### config.mk
export PLATFORM = sky130hd
export DESIGN_NAME = ser_fwdclk
export DESIGN_NICKNAME = d
export VERILOG_FILES = /design/src/rtl/ser_pkg.sv /design/src/rtl/ser_ctrl.sv /design/src/rtl/ser_shreg.sv /design/src/rtl/ser_clkgen.sv /design/src/rtl/ser_fwdclk.sv
export SDC_FILE = /design/constraint.sdc
export NUM_CORES = 1
export LEC_CHECK = 0
export ABC_CLOCK_PERIOD_IN_PS = 3100
export BUFFER_PORTS_ARGS = -buffer_cell sky130_fd_sc_hd__buf_2
export CAP_MARGIN = 15
export CORE_MARGIN = 2
export CORE_UTILIZATION = 54
export DETAILED_ROUTE_END_ITERATION = 8
export PLACE_DENSITY = 0.8
export SYNTH_ARGS = -nofsm -noshare
export SYNTH_HDL_FRONTEND = slang
export SYNTH_HIERARCHICAL = 1
export SYNTH_SLANG_ARGS = --single-unit
### constraint.sdc
create_clock -name clk -period 3.1 [get_ports clk]
set_input_delay 0.155 -clock clk [delete_from_list [all_inputs] [get_ports clk]]
set_output_delay 0.155 -clock clk [all_outputs]
set_load 0.01 [all_outputs]
### src/rtl/ser_pkg.sv
package ser_pkg;

    typedef enum logic {
        ST_IDLE  = 1'b0,
        ST_SHIFT = 1'b1
    } ser_state_e;

    // Per-cycle commands from the controller to the datapath registers
    typedef struct packed {
        logic load;     // capture a new word, present its MSB
        logic adv;      // present the next bit
        logic clr;      // return serial data to 0
        logic sck_nxt;  // level of the output clock after this edge
    } ser_ctl_t;

    function automatic int unsigned idx_width(input int unsigned w);
        return (w <= 2) ? 1 : $clog2(w);
    endfunction

endpackage

### src/rtl/ser_ctrl.sv
module ser_ctrl
    import ser_pkg::*;
#(
    parameter int unsigned WORD_W = 8
) (
    input  logic     clk,
    input  logic     rst_n,
    input  logic     en,
    input  logic     load,
    output ser_ctl_t ctl,
    output logic     busy,
    output logic     done
);
    localparam int unsigned IDX_W = idx_width(WORD_W);
    localparam logic [IDX_W-1:0] IDX_TOP = IDX_W'(WORD_W - 1);

    ser_state_e     st_q, st_n;
    logic           ph_q, ph_n;       // 0: low half showing, 1: high half showing
    logic [IDX_W-1:0] idx_q, idx_n;
    logic           done_q, done_n;

    always_comb begin
        st_n        = st_q;
        ph_n        = ph_q;
        idx_n       = idx_q;
        done_n      = 1'b0;
        ctl         = '0;
        ctl.sck_nxt = 1'b1;
        unique case (st_q)
            ST_IDLE: begin
                if (en && load) begin
                    st_n        = ST_SHIFT;
                    ph_n        = 1'b0;
                    idx_n       = IDX_TOP;
                    ctl.load    = 1'b1;
                    ctl.sck_nxt = 1'b0;
                end
            end
            ST_SHIFT: begin
                if (!en) begin
                    st_n    = ST_IDLE;
                    idx_n   = IDX_TOP;
                    ctl.clr = 1'b1;
                end else if (!ph_q) begin
                    ph_n        = 1'b1;
                    ctl.sck_nxt = 1'b1;
                end else if (idx_q == '0) begin
                    st_n    = ST_IDLE;
                    idx_n   = IDX_TOP;
                    ctl.clr = 1'b1;
                    done_n  = 1'b1;
                end else begin
                    ph_n        = 1'b0;
                    idx_n       = idx_q - IDX_W'(1);
                    ctl.adv     = 1'b1;
                    ctl.sck_nxt = 1'b0;
                end
            end
            default: st_n = ST_IDLE;
        endcase
    end

    always_ff @(posedge clk) begin
        if (!rst_n) begin
            st_q   <= ST_IDLE;
            ph_q   <= 1'b0;
            idx_q  <= IDX_TOP;
            done_q <= 1'b0;
        end else begin
            st_q   <= st_n;
            ph_q   <= ph_n;
            idx_q  <= idx_n;
            done_q <= done_n;
        end
    end

    assign busy = (st_q == ST_SHIFT);
    assign done = done_q;

endmodule

### src/rtl/ser_shreg.sv
module ser_shreg
    import ser_pkg::*;
#(
    parameter int unsigned WORD_W = 8
) (
    input  logic              clk,
    input  logic              rst_n,
    input  ser_ctl_t          ctl,
    input  logic [WORD_W-1:0] din,
    output logic              sdo
);
    logic [WORD_W-1:0] sh_q;
    logic              sdo_q;

    always_ff @(posedge clk) begin
        if (!rst_n) begin
            sh_q  <= '0;
            sdo_q <= 1'b0;
        end else if (ctl.load) begin
            sh_q  <= {din[WORD_W-2:0], 1'b0};
            sdo_q <= din[WORD_W-1];
        end else if (ctl.adv) begin
            sh_q  <= {sh_q[WORD_W-2:0], 1'b0};
            sdo_q <= sh_q[WORD_W-1];
        end else if (ctl.clr) begin
            sdo_q <= 1'b0;
        end
    end

    assign sdo = sdo_q;

endmodule

### src/rtl/ser_clkgen.sv
module ser_clkgen
    import ser_pkg::*;
(
    input  logic     clk,
    input  logic     rst_n,
    input  ser_ctl_t ctl,
    output logic     sck_out
);
    logic sck_q;

    always_ff @(posedge clk) begin
        if (!rst_n) sck_q <= 1'b1;
        else        sck_q <= ctl.sck_nxt;
    end

    assign sck_out = sck_q;

endmodule

### src/rtl/ser_fwdclk.sv
module ser_fwdclk
    import ser_pkg::*;
#(
    parameter int unsigned WORD_W = 8
) (
    input  logic              clk,
    input  logic              rst_n,
    input  logic              en,
    input  logic              load,
    input  logic [WORD_W-1:0] din,
    output logic              sdo,
    output logic              sck_out,
    output logic              busy,
    output logic              done
);
    ser_ctl_t ctl;

    ser_ctrl #(.WORD_W(WORD_W)) u_ctrl (
        .clk(clk), .rst_n(rst_n), .en(en), .load(load),
        .ctl(ctl), .busy(busy), .done(done)
    );

    ser_shreg #(.WORD_W(WORD_W)) u_shreg (
        .clk(clk), .rst_n(rst_n), .ctl(ctl), .din(din), .sdo(sdo)
    );

    ser_clkgen u_clkgen (
        .clk(clk), .rst_n(rst_n), .ctl(ctl), .sck_out(sck_out)
    );

endmodule

==> results of run 1 <==
-- through the flow --
stage	setup WS (ns)	util	area, sq um
6_report	1.28	0.654	830
5_1_grt	1.14	0.654	830
3_3_place_gp	1.41	0.632	802
2_1_floorplan	1.45	-	717
4_1_cts	1.29	0.654	830
3_5_place_dp	1.33	0.632	802
-- cells in the mapped netlist (2+ instances only) --
cell type,n
o21ai_1,2
nor2_1,6
nor2b_1,7
mux2i_1,6
and3_1,2
ha_1,2
a21oi_1,4
inv_1,7
nor3_1,2
a211oi_1,7
nand2_1,3
o21ai_0,2
dfxtp_1,15
-- flip-flops by register name, summed over array words and instances, names as in the netlist --
signal and cells:
u_shreg/sh_q 7, u_ctrl/idx_q 3, u_clkgen/sck_out 1, u_ctrl/busy 1
u_ctrl/done 1, u_ctrl/ph_q 1, u_shreg/sdo 1
-- power breakdown --
group | switching, W | total [W] | internal (W)
clock network | 0.0000627 | 0.000111 | 0.0000479
logic | 0.0000211 | 0.0000393 | 0.0000182
registers | 0.00000486 | 0.000206 | 0.000201
-- placed cells by master (no fill, tap or decap), drive strengths merged, types with 2 or more instances in the layout --
master  Yosys  final
mux2i       6      6
inv         7      7
or3b        2      2
ha          2      2
a211oi      7      7
clkbuf      0      3
and3        2      2
a21oi       5      5
nand2       4      4
nor3        2      2
dfxtp      15     15
nor2        6      6
nor2b       7      7
o21ai       4      4
buf         2     16
and2        2      2
-- final timing paths --
kind | slack [ns] | from | endpoint | cells past startpoint
max | 1.28 | u_ctrl/idx_q[0]$_SDFFE_PN1P_ | u_shreg/sdo$_SDFFE_PN0P_ | 7
max reg2reg | 1.28 | u_ctrl/idx_q[0]$_SDFFE_PN1P_ | u_shreg/sdo$_SDFFE_PN0P_ | 7
min | 0.11 | rst_n | u_clkgen/sck_out$_SDFF_PN1_ | 2
min reg2reg | 0.52 | u_ctrl/idx_q[0]$_SDFFE_PN1P_ | u_ctrl/idx_q[0]$_SDFFE_PN1P_ | 2
-- area by class of cell --
cell class | count | area (sq um)
Multi-Input combinational cell | 55 | 374
Fill cell | 113 | 439
Sequential cell | 15 | 300
Inverter | 7 | 26.3
Timing Repair Buffer | 16 | 82.6
Tap cell | 15 | 18.8
Clock buffer | 3 | 22.5
Clock inverter | 1 | 5.00
-- cell families (layout without fill, tap and decap cells) --
| kind of cell | after synthesis | in the layout |
|---|---|---|
| adder cells (fa/ha/maj) | 2 | 2 |
| AO/OA/AOI/OAI | 18 | 18 |
| buffers and inverters | 9 | 27 |
| flip-flops | 15 | 15 |
| AND/OR/NAND/NOR | 29 | 29 |
| multiplexers | 6 | 6 |
-- layer usage --
layer	share of wire	vias up
met5	0	-
met4	0.0045	0
met3	0.042	2
met2	0.48	12
met1	0.47	242
li1	-	309
-- worst max-delay path, cell delays in order (launching register included) --
cell and delay (ns):
dfxtp_1 0.32, inv_1 0.10, ha_1 0.17, nor2b_1 0.24
nor3_1 0.08, buf_4 0.19, or3b_1 0.41, a221oi_2 0.24
==> impl_metrics.ini, run 1 <==
[route]
drt-total-wl_um = 1320
post_drt_wl_per_cell_um = 11.8
vias = 565
ant_nets = 0
drt_iter0_markers = 8
drc_errors = 0
dr.pass1.iters = 4
drt-vias-per-instance = 5.04

[cts]
insertion_delay_ns = 0.28
cts.htree.levels = 1
post-cts-setup-buffers = 0
clkTransAtPathRegs_ns = 0.09
cts_tree = built
cts_resized = 0
cts_made_buffers = 3
ctsRootBufferMaster = clkbuf_4
hold_buffers = 0
clock-sinks = 15
clockBufferDepth = 2

[global_route]
met3_usage = 0.0333
grt_start_max_net_pins = 14
first_global_vias = 503
met2_usage = 0.302
met1_usage = 0.231
grt_pass1_wl_um = 1960
overflow = 0
antenna_found_initial = 0
track_usage = 0.186
busiest_layer = met2

[synth]
syn_inst = 79
synth_top_area_cell = dfxtp_1
synthesis.nets = 93
synth-compound-area-share = 0.173
ys_async_sr_fraction = 0
synth_area_sq_um = 717
yosys.area_share.xor_xnor = 0
syn_area_per_cell_sq_um = 9.08
synth_edf_count = 0
yosys.area.top_type_share = 0.419
synth_top_family_by_area = simple AND/OR/NAND/NOR gates
muxShareOfSynthArea = 0.0838
synth_warnings = 6
synthDistinctLibCells = 27
synth.area.top_cells = dfxtp_1 42%, mux2i_1 8.4%, a211oi_1 7.3%
synth-simple-area-share = 0.230
yosysSeqAreaShare = 0.419
synth-seq-cells = 15
synth_fa_ha_area_frac = 0.0349
ys.flop_type = dfxtp_1

[power]
peakVddDrop_mv = 0.283
p_leak_nw = 0.366
total_power_w = 0.000356
p_per_area_nw_per_um2 = 429

[critical_path]
cp-end-kind = flop
path_max_fanout = 11
cp.required_ns = 3.30
worstSetupPathType = flop to flop
arrival_ns = 2.02
start_kind = flop

[sta]
period_share = 0.588
fmax_ghz = 0.549
finalCriticalPeriod_ns = 1.82
fin_hold_ws_ns = 0.112
setup_viol = 0
setup_tns_ns = 0
tightest_slew_ns = 0.709
hold_violations = 0
fin_skew_ns = 0.00855
relSlewSlack = 0.525
maxSlewViolCount = 0
rsz0062_at_grt = no

[die]
initial_core_util = 0.565
die_h_um = 40.4
placement_rows = 13
num_io_pins = 16
die-area_sq_um = 1630
fp.dieW_um = 40.4
core_area_sq_um = 1270

[cells_and_area]
fin_nets = 112
drive_above_1_share = 0.258
final_cells = 112
diodes = 0
syn_to_final_growth_pct = 15.7

[hold_path]
hold_class = primary input to flop

[place]
hpwl_um = 982
gp_congestion = 0.650
io_buffer_count = 15
placed_cells = 108

[job]
cap_violations = 0

[run_status]
status = completed
Note: power is estimated with default switching activity, not from simulation.
==> run 2: changes to the inputs <==
- ABC_CLOCK_PERIOD_IN_PS: 3100 -> 1800
- CORE_UTILIZATION: 54 -> 50
- PLACE_DENSITY: 0.8 -> 0.75
- clock period: 3.1 -> 1.8 ns (I/O delays scaled with it)
==> impl_metrics.ini, run 2 (synthesis results as in run 1) <==
[critical_path]
rrSetupSlack_ns = 0.07
start_kind = flop
reg2reg_from = u_ctrl/idx_q[0]$_SDFFE_PN1P_
path_max_fanout = 4
path_buf_inv = 1
cp.required_ns = 2.00
r2r-end = u_shreg/sdo$_SDFFE_PN0P_
slowest_stage = or3b_1
worstSetupPathType = flop to flop
critPathMaxStageDelay_ns = 0.36
reg2regPathDepth = 7
cp-end-kind = flop
cp_top_family = simple AND/OR/NAND/NOR gates
path_cells = inv_1 -> ha_1 -> nor2b_2 -> and2_4 -> o21a_1 -> or3b_1 -> a221oi_2
arrival_ns = 1.93

[cells_and_area]
final_core_util = 0.649
largest_register_ff_count = 7
most-common-layout-cells = 15 x buf_2, 14 x dfxtp_1, 7 x inv_1
syn_to_final_growth_pct = 19.2
regMostFlops = u_shreg/sh_q
drive_above_1_share = 0.303
largest_registers = u_shreg/sh_q (7), u_ctrl/idx_q (3)
fin_nets = 114
layout_commonest_cell = buf_2
diodes = 0

[run_status]
status = completed

[route]
dr_wl_met3_um = 52
dr.pass1.iters = 3
drc_errors = 0
drt_iter0_markers = 7
met1Wirelength_um = 651
vias = 580
post_drt_wl_per_cell_um = 11.0
ant_nets = 0
top_layer_used = met4
met2WireLength_um = 548
drt-vias-per-instance = 5.09
drt-total-wl_um = 1260

[cts]
post-cts-setup-buffers = 0
clock-sinks = 15
hold_buffers = 0
cts_made_buffers = 3
ctsRootBufferMaster = clkbuf_4
clkTransAtPathRegs_ns = 0.09
cts_tree = built
cts_resized = 0
clockBufferDepth = 2
insertion_delay_ns = 0.28
cts.htree.levels = 1

[sta]
finalCriticalPeriod_ns = 1.73
fin_skew_ns = 0.00290
fin_hold_ws_ns = 0.0498
relSlewSlack = 0.625
setup_viol = 0
setup_tns_ns = 0
fmax_ghz = 0.577
hold_violations = 0
period_share = 0.963
tightest_slew_ns = 0.560
maxSlewViolCount = 0
rsz0062_at_grt = yes

[job]
cap_violations = 0

[place]
hpwl_um = 918
io_buffer_count = 15
gp_congestion = 0.705

[hold_path]
worstHoldStart = din[0]
hold_class = primary input to flop
holdPathEnd = u_shreg/sh_q[1]$_SDFFE_PN0P_
min_path_cells = 3

[power]
swShare = 0.242
intPower_w = 0.000465
p_leak_nw = 0.376
total_power_w = 0.000614
p_switching_w = 0.000149
pwr-share-clk = 0.310
p_seq_frac = 0.577
p_per_area_nw_per_um2 = 719
peakVddDrop_mv = 0.396
share_comb_of_total_power = 0.113

[global_route]
antenna_found_initial = 0
overflow = 0
grt_start_max_net_pins = 12
grt_pass1_wl_um = 2240
track_usage = 0.164
first_global_vias = 539

[die]
num_io_pins = 16
placement_rows = 13
initial_core_util = 0.544
fp.dieW_um = 41.9
die_h_um = 41.9
core_area_sq_um = 1320
die-area_sq_um = 1750
run 2: changes by cell type in the layout (fill, tap and decap cells not counted):
| cell | before | now |
|---|---|---|
| buf_4 | 1 | 3 |
| a211oi_1 | 7 | 6 |
| a211oi_2 | 0 | 1 |
| and2_1 | 1 | 0 |
| and2_4 | 0 | 1 |
| clkbuf_1 | 0 | 1 |
| clkinv_2 | 1 | 0 |
| dfxtp_1 | 15 | 14 |
| dfxtp_2 | 0 | 1 |
| nor2b_1 | 7 | 6 |
| nor2b_2 | 0 | 1 |
run 2: how the worst max path moves through the flow:
stage / start / endpoint / slack, ns / depth (start not counted)
5_1_grt: u_ctrl/idx_q[0]$_SDFFE_PN1P_ / u_shreg/sdo$_SDFFE_PN0P_ / 0.01 / 7
3_5_place_dp: u_ctrl/idx_q[0]$_SDFFE_PN1P_ / u_shreg/sdo$_SDFFE_PN0P_ / 0.06 / 7
2_1_floorplan: u_ctrl/idx_q[0]$_SDFFE_PN1P_ / u_shreg/sdo$_SDFFE_PN0P_ / 0.15 / 7
6_report: u_ctrl/idx_q[0]$_SDFFE_PN1P_ / u_shreg/sdo$_SDFFE_PN0P_ / 0.07 / 7
4_1_cts: u_ctrl/idx_q[0]$_SDFFE_PN1P_ / u_shreg/sdo$_SDFFE_PN0P_ / 0.03 / 7
3_3_place_gp: u_ctrl/idx_q[0]$_SDFFE_PN1P_ / u_shreg/sdo$_SDFFE_PN0P_ / 0.11 / 7
run 2: layer usage:
layer,vias up,global-route usage
li1,314,-
met1,252,0.223
met2,12,0.253
met3,2,0.0261
met4,0,0.0774
met5,-,0
run 2: worst reg2reg max path: cells and delay by family, from the launching register on:
| family | cells | cell delay [ns] |
|---|---|---|
| fa+ha+maj | 1 | 0.20 |
| simple gates | 3 | 0.69 |
| buf+inv | 1 | 0.06 |
| flops | 1 | 0.33 |
| compound gates | 2 | 0.36 |
run 2: per-stage QoR:
stage	std cells	area [sq um]	setup slack, ns
2_1_floorplan	79	717	0.150
3_3_place_gp	110	817	0.109
3_5_place_dp	110	817	0.0561
4_1_cts	114	843	0.0286
5_1_grt	114	855	0.00986
6_report	114	855	0.0657
run 2: power by group through the flow:
| stage | Sequential, W | Clock [W] | Combinational (W) |
|---|---|---|---|
| after floorplan | 0.000362 | 0 | 0.0000402 |
| after global placement | 0.000362 | 0 | 0.0000673 |
| after detailed placement | 0.000362 | 0 | 0.0000679 |
| after CTS | 0.000354 | 0.000199 | 0.0000685 |
| after global routing | 0.000356 | 0.000213 | 0.0000786 |
| final | 0.000354 | 0.000191 | 0.0000695 |
run 2: final cells by class:
class	instances	area [sq um]
Timing Repair Buffer	18	97.6
Clock buffer	4	26.3
Tap cell	15	18.8
Sequential cell	15	302
Inverter	7	26.3
Multi-Input combinational cell	55	384
Fill cell	112	463
